[src/rtl/pxu_pkg.sv]
package pxu_pkg;
  typedef enum logic [1:0] {
    PG_4K  = 2'd0,
    PG_8K  = 2'd1,
    PG_16K = 2'd2,
    PG_32K = 2'd3
  } pg_size_e;

  typedef enum logic [1:0] {
    MD_SVC = 2'd0,
    MD_OS  = 2'd1,
    MD_USR = 2'd2
  } mode_e;

  localparam int unsigned BASE_SHIFT = 12;
  localparam logic [2:0] TBL_SEL = 3'b111;      // addr[25:23]
  localparam logic [8:0] CTL_SEL = 9'h1B7;      // addr[25:17]

  // Unpack a physical page number from the low 7 store-address bits.
  function automatic logic [6:0] unpack_ppn(pg_size_e sz, logic [6:0] a);
    logic [6:0] p;
    unique case (sz)
      PG_4K:  p = a;
      PG_8K:  p = {a[0], a[6:1]};
      PG_16K: p = {a[1:0], a[6:2]};
      default: p = {a[1], a[2], a[0], a[6:3]};
    endcase
    return p;
  endfunction
endpackage

[src/rtl/pxu_wr_decode.sv]
module pxu_wr_decode
  import pxu_pkg::*;
#(
  parameter int unsigned WADDR_W = 26,
  parameter int unsigned PPN_W   = 7,
  parameter int unsigned LPN_W   = 13
) (
  input  logic               wr_valid_i,
  input  logic [WADDR_W-1:0] wr_addr_i,
  input  pg_size_e           pg_size_i,
  output logic               ent_we_o,
  output logic [PPN_W-1:0]   ent_ppn_o,
  output logic [LPN_W-1:0]   ent_lpn_o,
  output logic [1:0]         ent_ppl_o,
  output logic               ctl_we_o,
  output pg_size_e           ctl_pg_size_o,
  output logic               ctl_os_o
);
  logic unused_addr_bit;
  assign unused_addr_bit = wr_addr_i[7];   // second-unit select, not modelled

  assign ent_we_o = wr_valid_i && (wr_addr_i[25:23] == TBL_SEL);
  assign ctl_we_o = wr_valid_i && (wr_addr_i[25:17] == CTL_SEL);

  assign ent_ppn_o = PPN_W'(unpack_ppn(pg_size_i, wr_addr_i[6:0]));
  assign ent_ppl_o = wr_addr_i[9:8];

  always_comb begin
    unique case (pg_size_i)
      PG_4K:   ent_lpn_o = LPN_W'({wr_addr_i[11:10], wr_addr_i[22:12]});
      PG_8K:   ent_lpn_o = LPN_W'({wr_addr_i[11:10], wr_addr_i[22:13]});
      PG_16K:  ent_lpn_o = LPN_W'({wr_addr_i[11:10], wr_addr_i[22:14]});
      default: ent_lpn_o = LPN_W'({wr_addr_i[11:10], wr_addr_i[22:15]});
    endcase
  end

  assign ctl_pg_size_o = pg_size_e'(wr_addr_i[3:2]);
  assign ctl_os_o      = wr_addr_i[12];
endmodule

[src/rtl/pxu_entry_table.sv]
module pxu_entry_table #(
  parameter int unsigned NUM_PAGES = 128,
  parameter int unsigned LPN_W     = 13,
  localparam int unsigned PPN_W    = $clog2(NUM_PAGES)
) (
  input  logic                 clk_i,
  input  logic                 rst_ni,
  input  logic                 we_i,
  input  logic [PPN_W-1:0]     we_ppn_i,
  input  logic [LPN_W-1:0]     we_lpn_i,
  input  logic [1:0]           we_ppl_i,
  input  logic [LPN_W-1:0]     look_lpn_i,
  output logic                 hit_o,
  output logic [PPN_W-1:0]     hit_ppn_o,
  output logic [1:0]           hit_ppl_o,
  output logic [NUM_PAGES-1:0] vld_o
);
  logic [NUM_PAGES-1:0] vld_q;
  logic [LPN_W-1:0]     lpn_q [NUM_PAGES];
  logic [1:0]           ppl_q [NUM_PAGES];
  logic [NUM_PAGES-1:0] match;

  always_ff @(posedge clk_i or negedge rst_ni) begin
    if (!rst_ni)   vld_q <= '0;
    else if (we_i) vld_q[we_ppn_i] <= 1'b1;
  end

  // Slot contents carry no reset; the valid bits gate them.
  always_ff @(posedge clk_i) begin
    if (we_i) begin
      lpn_q[we_ppn_i] <= we_lpn_i;
      ppl_q[we_ppn_i] <= we_ppl_i;
    end
  end

  for (genvar g = 0; g < NUM_PAGES; g++) begin : g_cmp
    assign match[g] = vld_q[g] && (lpn_q[g] == look_lpn_i);
  end

  // Lowest-numbered page wins.
  always_comb begin
    hit_ppn_o = '0;
    for (int i = NUM_PAGES - 1; i >= 0; i--) begin
      if (match[i]) hit_ppn_o = PPN_W'(i);
    end
  end

  assign hit_o     = |match;
  assign hit_ppl_o = ppl_q[hit_ppn_o];
  assign vld_o     = vld_q;
endmodule

[src/rtl/pxu_prot.sv]
module pxu_prot
  import pxu_pkg::*;
(
  input  logic [1:0] mode_i,
  input  logic       os_elev_i,
  input  logic       write_i,
  input  logic [1:0] ppl_i,
  output logic       allow_o
);
  mode_e eff_mode;

  always_comb begin
    if (mode_i[1]) eff_mode = os_elev_i ? MD_OS : MD_USR;
    else           eff_mode = mode_e'(mode_i);
  end

  always_comb begin
    unique case (eff_mode)
      MD_SVC:  allow_o = 1'b1;
      MD_OS:   allow_o = !write_i || !ppl_i[1];
      default: allow_o = (ppl_i == 2'd0) || ((ppl_i == 2'd1) && !write_i);
    endcase
  end
endmodule

[src/rtl/page_xlate_unit.sv]
module page_xlate_unit
  import pxu_pkg::*;
#(
  parameter int unsigned NUM_PAGES = 128,
  parameter int unsigned LADDR_W   = 25,
  parameter int unsigned PADDR_W   = 22,
  parameter int unsigned WADDR_W   = 26
) (
  input  logic               clk_i,
  input  logic               rst_ni,
  input  logic               wr_valid_i,
  input  logic [WADDR_W-1:0] wr_addr_i,
  input  logic               acc_valid_i,
  input  logic               acc_write_i,
  input  logic [1:0]         acc_mode_i,
  input  logic [LADDR_W-1:0] acc_addr_i,
  output logic               phys_valid_o,
  output logic [PADDR_W-1:0] phys_addr_o,
  output logic               abort_o
);
  localparam int unsigned PPN_W = $clog2(NUM_PAGES);
  localparam int unsigned LPN_W = LADDR_W - BASE_SHIFT;

  pg_size_e             pg_size_q;
  logic                 os_q;
  logic                 tbl_we, ctl_we, ctl_os;
  pg_size_e             ctl_pg_size;
  logic [PPN_W-1:0]     tbl_we_ppn, tbl_hit_ppn;
  logic [LPN_W-1:0]     tbl_we_lpn, look_lpn;
  logic [1:0]           tbl_we_ppl, tbl_hit_ppl;
  logic                 tbl_hit, allow;
  logic [NUM_PAGES-1:0] vld_q;
  logic [4:0]           shamt;
  logic [PADDR_W-1:0]   off_mask, pa;

  pxu_wr_decode #(
    .WADDR_W(WADDR_W), .PPN_W(PPN_W), .LPN_W(LPN_W)
  ) u_dec (
    .wr_valid_i    (wr_valid_i),
    .wr_addr_i     (wr_addr_i),
    .pg_size_i     (pg_size_q),
    .ent_we_o      (tbl_we),
    .ent_ppn_o     (tbl_we_ppn),
    .ent_lpn_o     (tbl_we_lpn),
    .ent_ppl_o     (tbl_we_ppl),
    .ctl_we_o      (ctl_we),
    .ctl_pg_size_o (ctl_pg_size),
    .ctl_os_o      (ctl_os)
  );

  always_ff @(posedge clk_i or negedge rst_ni) begin
    if (!rst_ni) begin
      pg_size_q <= PG_4K;
      os_q      <= 1'b0;
    end else if (ctl_we) begin
      pg_size_q <= ctl_pg_size;
      os_q      <= ctl_os;
    end
  end

  assign shamt    = 5'(BASE_SHIFT) + {3'b000, pg_size_q};
  assign look_lpn = LPN_W'(acc_addr_i >> shamt);

  pxu_entry_table #(
    .NUM_PAGES(NUM_PAGES), .LPN_W(LPN_W)
  ) u_tbl (
    .clk_i      (clk_i),
    .rst_ni     (rst_ni),
    .we_i       (tbl_we),
    .we_ppn_i   (tbl_we_ppn),
    .we_lpn_i   (tbl_we_lpn),
    .we_ppl_i   (tbl_we_ppl),
    .look_lpn_i (look_lpn),
    .hit_o      (tbl_hit),
    .hit_ppn_o  (tbl_hit_ppn),
    .hit_ppl_o  (tbl_hit_ppl),
    .vld_o      (vld_q)
  );

  pxu_prot u_prot (
    .mode_i    (acc_mode_i),
    .os_elev_i (os_q),
    .write_i   (acc_write_i),
    .ppl_i     (tbl_hit_ppl),
    .allow_o   (allow)
  );

  assign off_mask = ~({PADDR_W{1'b1}} << shamt);
  assign pa = (PADDR_W'(tbl_hit_ppn) << shamt) | (PADDR_W'(acc_addr_i) & off_mask);

  assign phys_valid_o = acc_valid_i && tbl_hit && allow;
  assign abort_o      = acc_valid_i && !(tbl_hit && allow);
  assign phys_addr_o  = phys_valid_o ? pa : '0;
endmodule

[config.mk]
export PLATFORM = sky130hd
export DESIGN_NAME = page_xlate_unit
export DESIGN_NICKNAME = d
export VERILOG_FILES = /design/src/rtl/pxu_pkg.sv /design/src/rtl/pxu_wr_decode.sv /design/src/rtl/pxu_entry_table.sv /design/src/rtl/pxu_prot.sv /design/src/rtl/page_xlate_unit.sv
export SDC_FILE = /design/constraint.sdc
export NUM_CORES = 2
export LEC_CHECK = 0
export ABC_AREA = 1
export BUFFER_PORTS_ARGS = -buffer_cell sky130_fd_sc_hd__buf_4
export CAP_MARGIN = 20
export CORE_MARGIN = 2
export CORE_UTILIZATION = 25
export CTS_BUF_LIST = sky130_fd_sc_hd__clkbuf_4
export DETAILED_ROUTE_END_ITERATION = 10
export GPL_TIMING_DRIVEN = 0
export SYNTH_ARGS = -nofsm -noshare
export SYNTH_HDL_FRONTEND = slang
export SYNTH_SLANG_ARGS = --single-unit
[constraint.sdc]
create_clock -name clk_i -period 24.4 [get_ports clk_i]
set_input_delay 3.66 -clock clk_i [delete_from_list [all_inputs] [get_ports clk_i]]
set_output_delay 3.66 -clock clk_i [all_outputs]
set_load 0.02 [all_outputs]
* After elaboration in Yosys (flattened, before gate mapping)
Memory sizes are Yosys's and may differ from the RTL's.
Cells that the tools add are included.
** Storage, ports and cells
- Logic and storage cells :: 432
- Bits in writable memories :: 1920
- Memories :: 2
- Flip-flop bits (word level) :: 131
- Input bits :: 58
- Output and inout bits :: 24
** Memories
- u_tbl.lpn_q :: words 128, width 13, rd ports 128, clocked after Yosys merged registers in 0, wr ports 1, RTL line pxu_entry_table.sv:19 : logic [LPN_W-1:0] lpn_q [NUM_PAGES];
- u_tbl.ppl_q :: words 128, width 2, rd ports 1, clocked after Yosys merged registers in 0, wr ports 1, RTL line pxu_entry_table.sv:20 : logic [1:0] ppl_q [NUM_PAGES];
** Operators by class
- Add/sub/neg operators :: 1
- Equality and inequality tests :: 134
- Bitwise logic cells :: 4
- Shift-type cells :: 3
- Mux-type cells :: 138
- Reduce and logical (&&, ||, !) cells :: 145
- Order comparisons :: 2
** Operator list (number)
- $eq A13 B13 Y1 :: 128
- $mux W7 :: 128
- $logic_and A1 B1 Y1 :: 136
- $or A128 B128 Y128 :: 1
- $reduce_or A128 Y1 :: 1
- $pmux W13 S3 :: 1
- $shr A25 B5 Y13 :: 1
- $and A22 B22 Y22 :: 1
- $mux W22 :: 1
- $not A22 Y22 :: 1
- $or A22 B22 Y22 :: 1
- $shl A22 B5 Y22 const A :: 1
- $shl A7 B5 Y22 :: 1
- $pmux W7 S3 :: 1
- $eq A9 B9 Y1 const B :: 1
- $lt A7 B8 Y1 const B :: 1
- $demux W1 S7 :: 1
- $ge A7 B1 Y1 const B :: 1
- $eq A2 B1 Y1 const B :: 3
- $logic_not A2 Y1 :: 3
- $add A4 B2 Y5 const A :: 1
- $mux W2 :: 2
- $eq A3 B3 Y1 const B :: 1
- $logic_not A1 Y1 :: 3
- other kinds (4) :: 7

* Logic depth before layout (Yosys ltp)
An unclocked memory read counts as a cell.
- Depth after elaboration :: 140
- Depth in mapped cells :: 155

* By module
A second synthesis with hierarchy kept.
** Second synthesis, totals
- Cells, all modules :: 7151
- Area, all modules :: 87831.7 um^2
** By module, submodules not included
- pxu_entry_table :: instances 1, area an instance 86401.6 um^2, seq. area each 60858.4 um^2, cells an instance 6852
- page_xlate_unit :: instances 1, area an instance 782.0 um^2, seq. area each 75.1 um^2, cells an instance 168
- pxu_wr_decode :: instances 1, area an instance 610.6 um^2, seq. area each 0.0 um^2, cells an instance 122
- pxu_prot :: instances 1, area an instance 37.5 um^2, seq. area each 0.0 um^2, cells an instance 9

* Worst setup path after synthesis
No wires, ideal clock.
- Path kind :: input-to-output
- Start point :: input port acc_addr_i[24]
- End point :: output port phys_addr_o[11]
- Buffers on the path :: 31
- Setup slack :: 9.059 ns
- Stages on the path :: 51
- Arrival time :: 11.681 ns
- Data required time :: 20.740 ns
- Cells stage by stage :: nand2_1 > buf_2 > buf_2 > buf_2 > buf_2 > buf_2 > buf_2 > buf_2 > buf_2 > buf_2 > buf_2 > buf_2 > buf_2 > clkbuf_1 > buf_2 > buf_2 > buf_2 > buf_2 > [15 not listed] > o21bai_1 > nand2_1 > inv_1 > clkbuf_1 > buf_1 > nand3_1 > nand3_1 > nand3_1 > nand2_1 > nand2_1 > nand3_1 > nand2_1 > nand2_1 > nand3_1 > nand2_1 > nand2_2 > buf_6 > nor2_2
** Between the ends
- Longest elaborated chain between the ends :: 138
- Elaborated cells between the ends (all ways) :: 399
- Classes of those cells :: 129 x eq/ne; 2 x shift; 130 x mux; 1 x bitwise; 136 x reduce/logical; 1 x memory
** RTL lines
- start, declared :: RTL line page_xlate_unit.sv:16 : input logic [LADDR_W-1:0] acc_addr_i,
- $shr A25 B5 Y13 (*) :: RTL line page_xlate_unit.sv:62 : assign look_lpn = LPN_W'(acc_addr_i >> shamt);
- $eq A13 B13 Y1 :: RTL line pxu_entry_table.sv:37 : assign match[g] = vld_q[g] && (lpn_q[g] == look_lpn_i);
- $logic_and A1 B1 Y1 :: RTL line pxu_entry_table.sv:37
- $mux W7 (128 in series) :: RTL line pxu_entry_table.sv:44 : if (match[i]) hit_ppn_o = PPN_W'(i);
- $mem_v2 Z128 W2
- $eq A2 B1 Y1 :: RTL line pxu_prot.sv:21 : default: allow_o = (ppl_i == 2'd0) || ((ppl_i == 2'd1) && !write_i);
- $logic_and A1 B1 Y1 :: RTL line pxu_prot.sv:21
- $logic_or A1 B1 Y1 :: RTL line pxu_prot.sv:21
- $pmux W1 S2 :: RTL line pxu_prot.sv:18 : unique case (eff_mode)
- $logic_and A1 B1 Y1 :: RTL line page_xlate_unit.sv:91 : assign phys_valid_o = acc_valid_i && tbl_hit && allow;
- $mux W22 (*) :: RTL line page_xlate_unit.sv:93 : assign phys_addr_o = phys_valid_o ? pa : '0;
- end, declared :: RTL line page_xlate_unit.sv:18 : output logic [PADDR_W-1:0] phys_addr_o,
Mark *: on every way between the ends. The rest lies on a longest branch, timed or not.

* Worst setup path after layout
- Start point :: input port acc_addr_i[23]
- End point :: output port phys_addr_o[16]
The elaborated chain is that of the path after synthesis.

==> summary.md <==
| Metric | Value |
|---|---|
| Critical path peak fanout | 10 |
| Clock period minus final worst setup slack | roughly 22 ns |
| Synth Instances | 6,771 |
| Switching Fraction | 23.6% |
| Routed Antenna Nets | 0 |
| R2r worst-path depth | 14 |
| Num CTS Buffers | about 560 |
| Crit path max-delay cell type | clkbuf_1 |
| Logic gate share of total power | roughly 6.3% |
| Max Freq | approximately 45 MHz |
| DRC Markers | 0 |
| Htree depth | 6 |
| Share of layout cells above drive strength 1 | 18.5% |
| PwrDens | 70.1 mW/mm² |
| CP Launch Type | input port |
| Total wire length | 287,000 µm |
| Placed cells | between 10,000 and 15,000 |
| Leak | approximately 36 nW |
| Worst-case clock buffer depth | 4 |
| FP Rows | about 220 |
| Non-filler cells in the finished layout | 12,700 |
| Final hold vios | 0 |
| Ys async rst share | under 10% |
| Hold_buf cts | 0 |
| Gp weighted congestion | about 0.94 |
| DIE WIDTH | around 600 µm |
| Critical Path Max Stage Delay | ~0.85 ns |
| Grt total ovfl | 0 |
| Endpoint kind of the worst setup timing path | output pin |
| Synthesized area | 0.0880 mm² |
| CTS Sinks | just over 2,000 |
| WS Path Type | input port to output pin |
| DRT iter0 DRCs | around 7,100 |
| Die Footprint | between 0.3 and 0.4 mm² |
| Setup Buffers After CTS | 0 |
| Synthesis Warnings | 0 |
| Final net count | around 7,700 |
| Clock Skew | just under 0.07 ns |
| First-pass DRT Iterations | 6 |
| Final worst path period share | about nine tenths |
| Top FF cell, synth | edfxtp_1 |
| Number of flops mapped to enable cells by yosys | ~1,900 |
| Worst slew margin | 16.5% |
| DIE HEIGHT | about 600 µm |
| First-pass GRT wire length | around 400,000 µm |
| Clock power frac | approximately two fifths |
| Via count | between 60,000 and 70,000 |
| CTS tree | yes |
| Starting Density | between 20% and 30% |
| Setup violations, final | 0 |
| Reg power frac | a little over half |
| Mapped Avg Cell Area | 13.0 µm² |
| Crit path top cell by count | clkbuf_1 |
| Tot Pwr | 0.00738 W |
| Req. time, crit path | ~21 ns |
| Number of I/O port buffers | 80 |
| Max cap viols | 0 |
| Synthesized flop and latch total | 2,051 |
| Count of cell types in the netlist | 48 |
| HP Class | flop to flop |
| VDD IR max | between 40 and 50 µV |
| Routed len/inst | between 20 and 25 µm |
| Clock Latency Late Sink | roughly 1.3 ns |
| Core footprint | between 0.3 and 0.4 mm² |
| Post-CTS resize count | 0 |
| CTS clk-pin slew, worst paths | 0.06 ns |
| # IOs | 82 |
| Mapped Nets | roughly 6,800 |
| Vias in the first global route | around 60,000 |
| Arrival time worst endpoint | between 15 and 20 ns |
| Hpwl dp | 191,000 µm |
| Area growth, synth to finish | 19.5% |
| Least-Margin Pin Slew | approximately 1.3 ns |
| Hold-critical path depth | 2 |
| Largest net degree at the start of global routing | 74 |
| Number of vias per cell | 4.77 |
| Max-slew violations | 0 |
| RSZ-0062 raised after global routing | false |
| Status | completed |
| Switching pwr | 0.00174 W |
| Initial antenna violation count | 16 |
| Cell Int Power | about 0.0056 W |
| Register area share after synthesis | between 60% and 70% |
| Root Buffer Master | clkbuf_4 |
| GRT Overall Usage | between 10% and 20% |
[Yosys cell counts (6+ instances only)]
cell,number,area (µm²)
nor2_1,309,1160
a22o_1,15,131
a2111oi_0,44,385
nor3_1,44,220
and2_1,6,37.5
xnor2_1,766,6710
buf_1,63,236
a211oi_1,23,173
xor2_1,333,2920
o21ai_0,419,2100
nand3_1,426,2130
buf_2,134,671
inv_1,283,1060
clkbuf_1,119,447
nand3b_1,49,368
buf_4,20,150
a21oi_1,119,596
o211ai_1,50,375
nor2_2,20,125
nand2_2,8,50.1
or2_2,49,307
or4_1,11,82.6
dfrtp_1,131,3280
edfxtp_1,1920,57700
o22ai_1,56,350
nand2_1,932,3500
o221ai_1,9,78.8
a221oi_1,29,254
nand4_1,45,282
o2111ai_1,19,166
nor4_1,281,1760
[state kept, by name, indices dropped and copies added, names as in the netlist]
signal / flops
u_tbl.lpn_q: 1664
u_tbl.ppl_q: 256
pg_size_q: 2
os_q: 1
u_tbl.vld_o: 128
[per-stage QoR]
| step | TNS, ns | util, % | hold slack (ns) | cell area, µm² | setup WS [ns] |
|---|---|---|---|---|---|
| after floorplan | 0 | - | 0.427 | 88000 | 9.06 |
| after global placement | -835.46 | 27.0 | 0.437 | 94400 | -1.60 |
| after detailed placement | 0 | 28.0 | 0.445 | 98100 | 2.23 |
| after CTS | 0 | 30.0 | 0.457 | 105000 | 2.26 |
| after global routing | 0 | 30.1 | 0.472 | 105000 | 1.48 |
| final | 0 | 30.1 | 0.458 | 105000 | 2.07 |
[layer usage]
layer / up-vias / part of all wire (%) / track usage, %
li1: 26500 / - / -
met1: 30000 / 40 / 19.8
met2: 3200 / 46 / 24.5
met3: 597 / 11 / 4.47
met4: 6 / 3.7 / 6.38
met5: - / 0.013 / 0
[worst max-delay path, delay by kind of cell]
kind	cells	cell delay, ns
AOI/OAI and AO/OA	2	0.59
buffers and inverters	26	11.24
and+or+nand+nor	19	3.07
[placed cells by master (no fill, tap or decap), types with 52 or more instances in the layout]
cell type	count
clkbuf_1	108
clkbuf_4	847
xnor2_1	766
buf_4	148
nand2_1	932
edfxtp_1	1920
nor2_1	274
buf_6	52
clkinv_1	79
nor2_2	54
o21ai_0	412
o22ai_1	55
nand3_1	426
buf_2	140
xor2_1	333
buf_1	61
buf_12	60
nor4_1	281
dfrtp_1	131
a21oi_1	119
inv_1	283
[area by class of cell]
cell class | count | area (µm²)
clock inverters | 109 | 589
diodes | 19 | 47.5
multi-input cells | 4086 | 24700
clock buffers | 847 | 6360
repair buffers | 305 | 4170
inverters | 293 | 1100
flip-flops and latches | 2051 | 60900
fillers | 35000 | 245000
well taps | 4599 | 5750
plain buffers | 341 | 1580
[logic make-up (layout without fill, tap and decap cells)]
group           after synthesis  after routing  synth area share (%)
simple gates               2187           2187                  11.4
compound gates              798            798                  5.38
buf+inv                     634           1895                  3.02
other cells                   0             19                     0
mux                           2              2                0.0242
xor+xnor                   1099           1099                  10.9
flops                      2051           2051                  69.2
[final timing paths]
kind	from	endpoint	slack, ns
worst max register to register	pg_size_q[0]	u_tbl.lpn_q[1][2]	18.45
worst min register to register	u_tbl.vld_o[81]	u_tbl.vld_o[81]	0.46
min in group asynchronous	rst_ni	u_tbl.vld_o[44]	2.28
max in group asynchronous	rst_ni	u_tbl.vld_o[82]	21.06
worst min-delay path	u_tbl.vld_o[81]	u_tbl.vld_o[81]	0.46
worst max-delay path	acc_addr_i[23]	phys_addr_o[16]	2.07
[power by group through the flow]
| stage | sequential (W) | clock, W | combinational [W] |
|---|---|---|---|
| after floorplan | 0.00395 | 0 | 0.000222 |
| after global placement | 0.00400 | 0 | 0.000413 |
| after detailed placement | 0.00393 | 0 | 0.000460 |
| after CTS | 0.00386 | 0.00311 | 0.000462 |
| after global routing | 0.00385 | 0.00329 | 0.000490 |
| final | 0.00386 | 0.00306 | 0.000465 |
No activity file was read; power rests on OpenSTA's default activity.
